--- src/rtl/ufq_pkg.sv ---
package ufq_pkg;

    typedef enum logic [1:0] {
        FL_IDLE  = 2'd0,
        FL_CLR_A = 2'd1,
        FL_CLR_B = 2'd2
    } flush_state_t;

    typedef enum logic [1:0] {
        RA_INDEX  = 2'd0,
        RA_CTRL   = 2'd1,
        RA_TXDATA = 2'd2,
        RA_RXDATA = 2'd3
    } reg_addr_t;

    localparam int CTRL_EN_BIT    = 0;
    localparam int CTRL_TXCLR_BIT = 2;
    localparam int CTRL_RXCLR_BIT = 3;

endpackage

--- src/rtl/ufq_flush_fsm.sv ---
module ufq_flush_fsm
    import ufq_pkg::*;
(
    input  logic clk,
    input  logic rst_n,
    input  logic start,
    output logic busy,
    output logic flush
);

    flush_state_t state_q, state_nx;

    always_ff @(posedge clk or negedge rst_n) begin
        if (!rst_n) state_q <= FL_IDLE;
        else        state_q <= state_nx;
    end

    always_comb begin
        state_nx = state_q;
        unique case (state_q)
            FL_IDLE:  state_nx = start ? FL_CLR_A : FL_IDLE;
            FL_CLR_A: state_nx = FL_CLR_B;
            FL_CLR_B: state_nx = FL_IDLE;
            default:  state_nx = FL_IDLE;
        endcase
    end

    always_comb begin
        busy  = (state_q != FL_IDLE);
        flush = (state_q == FL_IDLE) && start;
    end

    // a clear holds busy for exactly two cycles
    p_clear_two_cycles_r8: assert property (@(posedge clk) disable iff (!rst_n)
        flush |=> busy ##1 busy ##1 !busy);

endmodule

--- src/rtl/ufq_store.sv ---
module ufq_store #(
    parameter int WIDTH = 8,
    parameter int DEPTH = 16
) (
    input  logic             clk,
    input  logic             rst_n,
    input  logic             flush,
    input  logic             hold,
    input  logic             push,
    input  logic [WIDTH-1:0] wdata,
    input  logic             pop,
    output logic [WIDTH-1:0] rdata,
    output logic [$clog2(DEPTH+1)-1:0] count,
    output logic             over_pulse,
    output logic             under_pulse
);

    localparam int AW = $clog2(DEPTH);
    localparam int CW = $clog2(DEPTH + 1);

    logic [WIDTH-1:0] mem [DEPTH];
    logic [AW-1:0]    wr_ptr, rd_ptr;
    logic             full, empty, live, do_push, do_pop;

    function automatic logic [AW-1:0] ptr_next(input logic [AW-1:0] p);
        return (p == AW'(DEPTH - 1)) ? '0 : p + 1'b1;
    endfunction

    assign full    = (count == CW'(DEPTH));
    assign empty   = (count == '0);
    assign live    = !hold && !flush;
    assign do_push = push && live && !full;
    assign do_pop  = pop && live && !empty;
    assign rdata   = (empty || hold) ? '0 : mem[rd_ptr];

    always_ff @(posedge clk) begin
        if (do_push) mem[wr_ptr] <= wdata;
    end

    always_ff @(posedge clk or negedge rst_n) begin
        if (!rst_n) begin
            wr_ptr      <= '0;
            rd_ptr      <= '0;
            count       <= '0;
            over_pulse  <= 1'b0;
            under_pulse <= 1'b0;
        end else begin
            over_pulse  <= push && live && full;
            under_pulse <= pop && live && empty;
            if (flush) begin
                wr_ptr <= '0;
                rd_ptr <= '0;
                count  <= '0;
            end else begin
                if (do_push) wr_ptr <= ptr_next(wr_ptr);
                if (do_pop)  rd_ptr <= ptr_next(rd_ptr);
                count <= count + CW'(do_push) - CW'(do_pop);
            end
        end
    end

    // occupancy never exceeds the depth
    p_count_bound_r4: assert property (@(posedge clk) disable iff (!rst_n)
        count <= CW'(DEPTH));

    // a push into a full queue without a pop leaves it full
    p_full_drop_r5: assert property (@(posedge clk) disable iff (!rst_n)
        (push && !hold && !flush && full && !pop) |=> (count == CW'(DEPTH)));

    // an underrun pulse follows only a cycle with an empty queue
    p_under_empty_r6: assert property (@(posedge clk) disable iff (!rst_n)
        under_pulse |-> ($past(count) == '0));

    // a blocked queue keeps its count and head
    p_hold_freeze_r9: assert property (@(posedge clk) disable iff (!rst_n)
        (hold && !flush) |=> ($stable(count) && $stable(rd_ptr)));

endmodule

--- src/rtl/uart_fifo_pair.sv ---
module uart_fifo_pair
    import ufq_pkg::*;
#(
    parameter int DEPTH       = 16,
    parameter int RX_AF_LEVEL = 12,
    parameter int TX_AE_LEVEL = 4
) (
    input  logic        clk,
    input  logic        rst_n,
    input  logic        rx_push,
    input  logic [7:0]  rx_byte,
    input  logic        rx_parity_err,
    input  logic        rx_frame_err,
    output logic        rx_overrun,
    output logic        rx_underrun,
    input  logic        tx_pop,
    output logic [7:0]  tx_data,
    output logic        tx_underrun,
    input  logic        reg_wr,
    input  logic        reg_rd,
    input  logic [1:0]  reg_addr,
    input  logic [7:0]  reg_wdata,
    output logic [15:0] reg_rdata,
    output logic        rx_almost_full,
    output logic        tx_almost_empty
);

    localparam int CW = $clog2(DEPTH + 1);
    localparam int RXW = 10;

    logic          en_q;
    logic          ctrl_wr, tx_start, rx_start;
    logic          tx_busy, rx_busy, tx_flush, rx_flush;
    logic [CW-1:0] tx_cnt, rx_cnt;
    logic [RXW-1:0] rx_head;

    assign ctrl_wr  = reg_wr && (reg_addr == RA_CTRL);
    assign tx_start = ctrl_wr && reg_wdata[CTRL_TXCLR_BIT];
    assign rx_start = ctrl_wr && reg_wdata[CTRL_RXCLR_BIT];

    always_ff @(posedge clk or negedge rst_n) begin
        if (!rst_n)       en_q <= 1'b0;
        else if (ctrl_wr) en_q <= reg_wdata[CTRL_EN_BIT];
    end

    ufq_flush_fsm u_tx_clr (
        .clk(clk), .rst_n(rst_n), .start(tx_start),
        .busy(tx_busy), .flush(tx_flush)
    );

    ufq_flush_fsm u_rx_clr (
        .clk(clk), .rst_n(rst_n), .start(rx_start),
        .busy(rx_busy), .flush(rx_flush)
    );

    ufq_store #(.WIDTH(8), .DEPTH(DEPTH)) u_txq (
        .clk(clk), .rst_n(rst_n),
        .flush(tx_flush), .hold(tx_busy || !en_q),
        .push(reg_wr && (reg_addr == RA_TXDATA)), .wdata(reg_wdata),
        .pop(tx_pop), .rdata(tx_data), .count(tx_cnt),
        .over_pulse(), .under_pulse(tx_underrun)
    );

    ufq_store #(.WIDTH(RXW), .DEPTH(DEPTH)) u_rxq (
        .clk(clk), .rst_n(rst_n),
        .flush(rx_flush), .hold(rx_busy || !en_q),
        .push(rx_push), .wdata({rx_frame_err, rx_parity_err, rx_byte}),
        .pop(reg_rd && (reg_addr == RA_RXDATA)), .rdata(rx_head), .count(rx_cnt),
        .over_pulse(rx_overrun), .under_pulse(rx_underrun)
    );

    assign rx_almost_full  = (rx_cnt >= CW'(RX_AF_LEVEL));
    assign tx_almost_empty = (tx_cnt <= CW'(TX_AE_LEVEL));

    always_comb begin
        reg_rdata = '0;
        unique case (reg_addr)
            RA_INDEX:  reg_rdata = {3'b000, 5'(rx_cnt), 3'b000, 5'(tx_cnt)};
            RA_CTRL:   reg_rdata = 16'({rx_busy, tx_busy, 1'b0, en_q});
            RA_TXDATA: reg_rdata = '0;
            RA_RXDATA: reg_rdata = 16'(rx_head);
            default:   reg_rdata = '0;
        endcase
    end

endmodule

--- config.mk ---
export PLATFORM = sky130hd
export DESIGN_NAME = uart_fifo_pair
export DESIGN_NICKNAME = d
export VERILOG_FILES = /design/src/rtl/ufq_pkg.sv /design/src/rtl/ufq_flush_fsm.sv /design/src/rtl/ufq_store.sv /design/src/rtl/uart_fifo_pair.sv
export SDC_FILE = /design/constraint.sdc
export NUM_CORES = 1
export LEC_CHECK = 0
export CORE_MARGIN = 1.5
export CORE_UTILIZATION = 51
export DETAILED_ROUTE_END_ITERATION = 8
export GPL_ROUTABILITY_DRIVEN = 1
export HOLD_SLACK_MARGIN = 0.06
export PLACE_DENSITY = 0.69
export SYNTH_ARGS = -nofsm -noshare
export SYNTH_HDL_FRONTEND = slang
export SYNTH_SLANG_ARGS = --single-unit
--- constraint.sdc ---
create_clock -name clk -period 5.3 [get_ports clk]
set_clock_uncertainty 0.2 [all_clocks]
set_input_delay 1.325 -clock clk [delete_from_list [all_inputs] [get_ports clk]]
set_output_delay 1.325 -clock clk [all_outputs]
set_load 0.03 [all_outputs]
# Word-level counts from Yosys, hierarchy flattened
# Memories as Yosys holds them, arrays and structs flattened.
# Cells that the tools add are included.
# W data, S select, Z words.
# word_totals
wordCells	104
output_inout_bits	29
register_bits	34
in_bits	26
ramBits	288
n_memories	2
# mem_list
memory	words	width	rd	rd_ports_with_merged_regs	write_ports	line_no	text
u_rxq.mem	16	10	1	0	1	ufq_store.sv:21	logic [WIDTH-1:0] mem [DEPTH];
u_txq.mem	16	8	1	0	1	ufq_store.sv:21	
# op_classes
order_cmp	2
n_reduce_logical	44
n_addsub	8
n_mux	25
eq_ne	11
# ops
cell	n
$pmux W16 S4	1
$mux W4	12
$logic_and A1 B1 Y1	20
$add A4 B1 Y4 const B	4
$eq A4 B4 Y1 const B	4
$reduce_bool A2 Y1	6
$add A5 B1 Y5	2
$eq A5 B5 Y1 const B	2
$logic_not A5 Y1	2
$mux W10	1
$mux W5	2
$sub A5 B1 Y5	2
$logic_not A1 Y1	9
$mux W8	1
$pmux W2 S2	2
$eq A2 B1 Y1 const B	3
$logic_not A2 Y1	3
$mux W1	6
$ge A5 B4 Y1 const B	1
$le A5 B3 Y1 const B	1
$eq A2 B2 Y1 const B	2
$logic_or A1 B1 Y1	4

# Logic depth before layout (Yosys ltp)
# Gate-level depths: netlist of the first run.
# depth
ltp_word	11
depth_mapped	15
depth_no_buf	14

# Modules after synthesis
# A second synthesis of the first run with hierarchy kept.
# unflattened
hier_cells	734
hier_area_um2	13565.5
# by_module_without_submodules
mod	cells_each	area_per_inst_um2	instances	seq_area_each_um2
ufq_store at u_rxq	370	7189.4	1	5180.0
ufq_store at u_txq	317	5935.7	1	4219.0
uart_fifo_pair	37	295.3	1	25.0
ufq_flush_fsm	5	72.6	2	50.0

# Least setup slack after synthesis of the first run
# Ideal clock, no wire load.
# synth_timing
path_type	input port to output port
start	in reg_addr[0]
end	out reg_rdata[5]
arrival_time_ps	2852
cell_stages	4
n_path_buf	2
setup_slack_ps	923
path_cell_list	clkbuf_1 nand4_1 buf_2 nor4_1
# synth_between
elab_chain_cells	2
elab_cells_between_ends	5
# synth_lines
item	line_no	text
start: declaration	uart_fifo_pair.sv:21	input logic [1:0] reg_addr,
$eq A2 B2 Y1 (tied with other cells)	uart_fifo_pair.sv:77	unique case (reg_addr)
$pmux W16 S4 *	uart_fifo_pair.sv:77	
end: declaration	uart_fifo_pair.sv:23	output logic [15:0] reg_rdata,
# Mark *: on every way between the ends. The rest lies on a longest branch, timed or not. The select of a mux whose other input is x is not followed.

# Final worst setup path of the first run
# layout_timing
start	reg u_rxq.rd_ptr[3]
end	out reg_rdata[3]
# layout_between
elab_chain_cells	3
# layout_lines
item	line_no	text
start: declaration	ufq_store.sv:22	logic [AW-1:0] wr_ptr, rd_ptr;
start signal: assignment	ufq_store.sv:56	if (do_pop) rd_ptr <= ptr_next(rd_ptr);
$mem_v2 Z16 W10	--	
$mux W10	ufq_store.sv:34	assign rdata = (empty || hold) ? '0 : mem[rd_ptr];
$pmux W16 S4	uart_fifo_pair.sv:77	
# Every way passes these cells. The select of a mux whose other input is x is not followed.

==> results.py, run 1 <==
metrics = {
    "status": {
        "status": "finished clean",
    },
    "global_routing": {
        "grt-ovfl-total": 0,
        "grt_max_degree": 38,
        "antenna_found_initial": 0,
        "grt_pass1_wl_um": 43300,
        "grt_use_total_pct": 21.4,
        "grt_pass1_vias": 7565,
    },
    "clock_tree": {
        "cts_hold_buf": 0,
        "cts_tree": "built",
        "post_cts_resized": 0,
        "htree_levels": 2,
        "clk_pin_slew_ps": 60,
        "insertion_delay_ps": 490,
        "cts_buffers": 34,
        "clock-sinks": 322,
        "clockBufferDepth": 3,
        "clockRootBuffer": "clkbuf_16",
        "postCtsSetupRepairBufs": 0,
    },
    "finish": {
        "fin_area_mm2": 0.0156,
        "layout-drive-gt1-share_pct": 17.5,
        "fin_nets": 888,
        "fin_util_pct": 60.0,
        "area_growth_pct": 16.0,
        "instances_no_fill": 1194,
        "antenna_cells": 0,
        "fillers": 1873,
    },
    "power": {
        "switching_share_pct": 28.1,
        "p_clk_share_pct": 32.7,
        "pwr-share-seq_pct": 43.9,
        "powerDensity_mw_per_mm2": 456,
        "leakage_nw": 5.30,
        "ir_drop_v": 0.000269,
        "power.internal_mw": 5.12,
        "p_switching_mw": 2.00,
        "pwr-share-comb_pct": 23.4,
        "finalPower_mw": 7.11,
    },
    "placed_design": {
        "dp_hpwl_um": 18200,
        "finalWeightedCongestion": 0.815,
        "dp_cells": 1133,
        "port_buffers": 51,
        "dpl_worst_slack_ps": 527,
        "place_area_mm2": 0.0145,
    },
    "drt": {
        "met3WireLength_um": 1240,
        "top_layer": "met4",
        "routed_wl_um": 27600,
        "routedWlPerCell_um": 23.1,
        "dr_wl_met2_um": 14500,
        "drt_iter0_drc": 587,
        "viasPerCell": 5.90,
        "first_pass_iters": 5,
        "antenna_left": 0,
        "met1_length_um": 11000,
        "route.detailed.drc": 0,
        "vias": 7045,
    },
    "hold_path": {
        "min_delay_path_depth": 1,
        "hp-class": "reg -> reg",
    },
    "floorplanning": {
        "start_util_pct": 51.8,
        "rows": 59,
        "boundaryPins": 55,
        "die_height_um": 165,
        "die-area_mm2": 0.0274,
        "die_x_um": 165,
        "core_area_mm2": 0.0260,
    },
    "logic_synthesis": {
        "ys_warn_count": 0,
        "synth-seq-area-share_pct": 70.6,
        "synth.most_common_cell": "edfxtp_1",
        "synth_ff_type": "edfxtp_1",
        "synth_area_mm2": 0.0135,
        "async_flop_share_pct": 10.6,
        "avgSynthCellArea_um2": 18.0,
        "synth_edf_count": 288,
        "synthDominantCellAreaShare_pct": 64.3,
        "synthesis.instances": 749,
        "synth_cell_type_count": 58,
        "ys_ff_latch": 322,
        "synthTopCellsByCount": "edfxtp_1 (288), mux4_2 (56), mux2i_1 (38)",
        "synth_top_cell_by_area": "edfxtp_1",
        "synth_area_leaders": "edfxtp_1 (64%), mux4_2 (9.4%), dfrtp_1 (6.3%)",
    },
    "critical_path": {
        "crit_slowest_cell": "dfrtp_1",
        "cp-start-kind": "flop",
        "cp_max_fo": 23,
        "crit_chain": "mux4_2, mux4_2, a21o_1, clkdlybuf4s50_1",
        "worstSetupPathType": "reg -> out",
        "crit_required_ps": 3770,
        "crit_arrival_ps": 3410,
        "reg2regPathDepth": 15,
        "cp_common_cell": "mux4_2",
        "endpoint_kind": "output port",
        "max_stage_delay_ps": 970,
    },
    "timing": {
        "fmax_mhz": 203,
        "rsz0062_at_grt": "no",
        "setup_ws_ps": 363,
        "fin_crit_sh_pct": 93.1,
        "whs_ps": 277,
        "maxSlewHeadroom_pct": 28.1,
        "finalCriticalPeriod_ps": 4940,
        "tns_ps": 0,
        "final_hold_viol_count": 0,
        "setup_viol": 0,
        "worst_slew_pin_slew_ps": 1080,
        "finalMaxSlewViolations": 0,
    },
    "flow_run": {
        "cap_violations": 0,
    },
}
worst max-delay path: cells and delay by family (launching register included):
family / cells / cell delay (ps)
compound gates: 1 / 200
buf+inv: 1 / 580
mux: 2 / 1150
flops: 1 / 970
power groups by stage:
stage	clock network (mW)	logic [mW]	registers, mW
after floorplan	0	1.28	3.03
after global placement	0	1.61	3.17
after detailed placement	0	1.67	3.18
after CTS	2.37	1.68	3.13
after global routing	2.46	1.81	3.15
final	2.33	1.66	3.12
cell usage in the layout (no fill, tap or decap), types with 4 or more instances in the layout:
cell type,n
o22ai_1,10
nand2_1,23
clkbuf_16,37
clkdlybuf4s50_1,46
a22oi_1,4
nor3_1,17
a21oi_1,18
ha_1,26
mux4_2,56
inv_1,31
edfxtp_1,288
a21o_1,4
a211oi_1,6
nor2_1,36
nand3_1,9
nand2b_1,6
clkbuf_1,5
nand4_1,4
mux4_1,13
and3_1,6
clkinv_2,6
clkinv_1,8
buf_4,38
and2_1,15
dfrtp_1,33
nor2b_1,5
o21ai_0,8
mux2i_1,38
a22o_1,5
cells by family (layout without fill, tap and decap cells):
group                    Yosys count  in the layout  share of synthesized area, %
multiplexers                     108            108                          14.8
buffers and inverters             71            179                          2.39
adder cells (fa/ha/maj)           28             28                          2.72
XOR/XNOR                           5              5                         0.326
AND/OR/NAND/NOR                  142            142                          5.52
AO/OA/AOI/OAI                     72             72                          3.58
other                              1              3                        0.0279
flip-flops                       322            322                          70.6
worst paths after layout:
path                                     start                  end  slack (ps)
max                            u_rxq.rd_ptr[3]         reg_rdata[3]         360
min                        u_rx_clr.state_q[1]  u_rx_clr.state_q[1]         280
max reg2reg                     u_rxq.count[2]       u_rxq.count[4]        1670
min reg2reg                u_rx_clr.state_q[1]  u_rx_clr.state_q[1]         280
max in group asynchronous                rst_n      u_txq.rd_ptr[0]        3490
min in group asynchronous                rst_n    u_rxq.under_pulse        1040
sequential cells by signal, summed over array words and instances (netlist names), 4 cells and up:
name / count
u_txq.mem: 128
u_rxq.mem: 160
u_txq.rd_ptr: 4
u_rxq.rd_ptr: 4
u_rxq.wr_ptr: 4
u_txq.wr_ptr: 4
u_txq.count: 5
u_rxq.count: 5
layer usage:
layer | vias up | track usage (%)
met5 | - | 0
met3 | 54 | 2.67
met2 | 220 | 38.2
met4 | 0 | 7.51
li1 | 3148 | -
met1 | 3623 | 26.9
layout make-up:
| cell class | count | area (µm²) | share of cell area (%) |
|---|---|---|---|
| Sequential cell | 322 | 9500 | 60.9 |
| Multi-Input combinational cell | 358 | 3650 | 23.4 |
| Clock buffer | 42 | 945 | 6.06 |
| Timing Repair Buffer | 87 | 806 | 5.17 |
| Tap cell | 335 | 419 | 2.69 |
| Clock inverter | 19 | 166 | 1.07 |
| Inverter | 31 | 116 | 0.746 |
(Power assumes the default switching activity.)
==> run 2, diff against run 1 <==
--- a/config.mk
+++ b/config.mk
@@ -5,12 +5,15 @@
 export SDC_FILE = /design/constraint.sdc
 export NUM_CORES = 1
 export LEC_CHECK = 0
+export CAP_MARGIN = 20
+export CELL_PAD_IN_SITES_DETAIL_PLACEMENT = 1
+export CELL_PAD_IN_SITES_GLOBAL_PLACEMENT = 1
 export CORE_MARGIN = 1.5
 export CORE_UTILIZATION = 51
 export DETAILED_ROUTE_END_ITERATION = 8
 export GPL_ROUTABILITY_DRIVEN = 1
 export HOLD_SLACK_MARGIN = 0.06
-export PLACE_DENSITY = 0.69
+export PLACE_DENSITY_LB_ADDON = 0.2
 export SYNTH_ARGS = -nofsm -noshare
 export SYNTH_HDL_FRONTEND = slang
 export SYNTH_SLANG_ARGS = --single-unit
==> run 2 against run 1 <==
  * Sequential share of layout area increased by 0.27 points
  * Non-clock buffer count decreased by 5
  * Die area unchanged
  * Setup slack improved by 110 ps
  * Clock-buffer cell count decreased by 1
  * Largest power group unchanged
  * Critical path depth increased by 1
  * Register-to-register slack got worse by 50 ps
  * Sequential cell count unchanged
  * Combinational power increased by 5%
  * Global-route usage increased by 2.3 points
  * Clock power decreased by 2%
  * Highest routed layer unchanged
==> results.py, run 2 (same netlist as run 1, synthesis figures left out) <==
metrics = {
    "global_routing": {
        "grt_use_total_pct": 23.7,
        "grt-ovfl-total": 0,
        "grt_max_degree": 38,
        "grt_pass1_wl_um": 46800,
        "antenna_found_initial": 0,
        "grt_pass1_vias": 7890,
    },
    "clock_tree": {
        "post_cts_resized": 0,
        "htree_levels": 2,
        "clock-sinks": 322,
        "clockBufferDepth": 3,
        "insertion_delay_ps": 500,
        "cts_hold_buf": 0,
        "clk_pin_slew_ps": 50,
        "clockRootBuffer": "clkbuf_16",
        "cts_buffers": 35,
        "cts_tree": "built",
        "postCtsSetupRepairBufs": 0,
    },
    "critical_path": {
        "crit_required_ps": 3770,
        "cp_max_fo": 37,
        "r2r-start": "u_txq.count[2]",
        "worstSetupPathType": "reg -> out",
        "endpoint": "reg_rdata[1]",
        "ff2ff_setup_slack_ps": 1620,
        "endpoint_kind": "output port",
        "reg2regPathDepth": 14,
        "crit_arrival_ps": 3300,
        "crit_start": "u_rxq.rd_ptr[2]",
        "r2r-end": "u_txq.count[4]",
        "cp-start-kind": "flop",
    },
    "finish": {
        "layout-drive-gt1-share_pct": 16.9,
        "fin_util_pct": 59.8,
        "largest_reg_flops": 160,
        "top_regs": "u_rxq.mem: 160 flops, u_txq.mem: 128 flops",
        "fillers": 2281,
        "antenna_cells": 0,
        "fin_nets": 884,
        "mostFrequentLayoutCells": "edfxtp_1 (288), mux4_2 (56), clkdlybuf4s50_1 (45), mux2i_1 (38), nor2_1 (36)",
        "final_common_cell": "edfxtp_1",
        "regMostFlops": "u_rxq.mem",
        "area_growth_pct": 15.4,
    },
    "floorplanning": {
        "rows": 59,
        "die_height_um": 165,
        "die_x_um": 165,
        "core_area_mm2": 0.0260,
        "boundaryPins": 55,
        "die-area_mm2": 0.0274,
        "start_util_pct": 51.8,
    },
    "power": {
        "leakage_nw": 5.26,
        "finalPower_mw": 7.14,
        "ir_drop_v": 0.000311,
        "powerDensity_mw_per_mm2": 459,
    },
    "timing": {
        "maxSlewHeadroom_pct": 46.5,
        "tns_ps": 0,
        "rsz0062_at_grt": "no",
        "whs_ps": 293,
        "finalCriticalPeriod_ps": 4830,
        "setup_viol": 0,
        "fin_crit_sh_pct": 91.0,
        "finalMaxSlewViolations": 0,
        "final_hold_viol_count": 0,
        "worst_slew_pin_slew_ps": 803,
        "fmax_mhz": 207,
    },
    "drt": {
        "drt_iter0_drc": 487,
        "antenna_left": 0,
        "viasPerCell": 5.96,
        "dr_wl_met2_um": 15900,
        "met1_length_um": 12400,
        "top_layer": "met4",
        "vias": 7088,
        "met3WireLength_um": 1210,
        "route.detailed.drc": 0,
        "first_pass_iters": 4,
        "routedWlPerCell_um": 25.7,
        "routed_wl_um": 30500,
    },
    "status": {
        "status": "finished clean",
    },
    "hold_path": {
        "hp-class": "reg -> reg",
    },
    "flow_run": {
        "cap_violations": 0,
    },
    "placed_design": {
        "finalWeightedCongestion": 0.796,
        "dp_hpwl_um": 19900,
        "port_buffers": 51,
    },
}
run 2: routing by layer:
| metal | up-vias | global-route usage (%) |
|---|---|---|
| li1 | 3150 | - |
| met1 | 3709 | 29.1 |
| met2 | 164 | 42.4 |
| met3 | 65 | 3.70 |
| met4 | 0 | 9.05 |
| met5 | - | 0 |
run 2: how the worst min path moves through the flow:
stage / from / to / slack (ps) / cells after the start
3_5_place_dp: u_rx_clr.state_q[1] / u_rx_clr.state_q[1] / 280 / 1
6_report: u_rx_clr.state_q[1] / u_rx_clr.state_q[1] / 290 / 1
4_1_cts: u_rx_clr.state_q[1] / u_rx_clr.state_q[1] / 290 / 1
5_1_grt: u_rx_clr.state_q[1] / u_rx_clr.state_q[1] / 320 / 1
3_3_place_gp: u_rx_clr.state_q[1] / u_rx_clr.state_q[1] / 260 / 1
2_1_floorplan: u_rx_clr.state_q[1] / u_rx_clr.state_q[1] / 240 / 1
run 2: worst max-delay path: stages (launching register included):
cell and delay (ps):
dfrtp_1 320, buf_4 470, mux4_1 640, mux4_2 520, a22o_1 260, clkdlybuf4s50_1 590
run 2: through the flow:
| stage | std cells | area, µm² | setup slack [ps] |
|---|---|---|---|
| final | 1189 | 15500 | 474 |
| after global routing | 1189 | 15500 | 377 |
| after CTS | 1188 | 15500 | 422 |
| after detailed placement | 1127 | 14400 | 581 |
| after global placement | 1127 | 14400 | 637 |
| after floorplan | 751 | 13500 | 923 |
run 2: area by class of cell:
cell class | count | area [µm²] | area share [%]
tap | 335 | 419 | 2.70
timing repair buffer | 82 | 783 | 5.04
clock buffer | 41 | 898 | 5.79
clock inverter | 20 | 171 | 1.10
inverter | 31 | 116 | 0.749
sequential | 322 | 9500 | 61.2
multi-input combinational | 358 | 3640 | 23.4
run 2: where the power goes:
part	total (mW)	switching [mW]	internal [mW]
clock	2.29	0.933	1.36
combinational	1.74	0.923	0.820
sequential	3.10	0.202	2.90
total	7.13	2.06	5.08
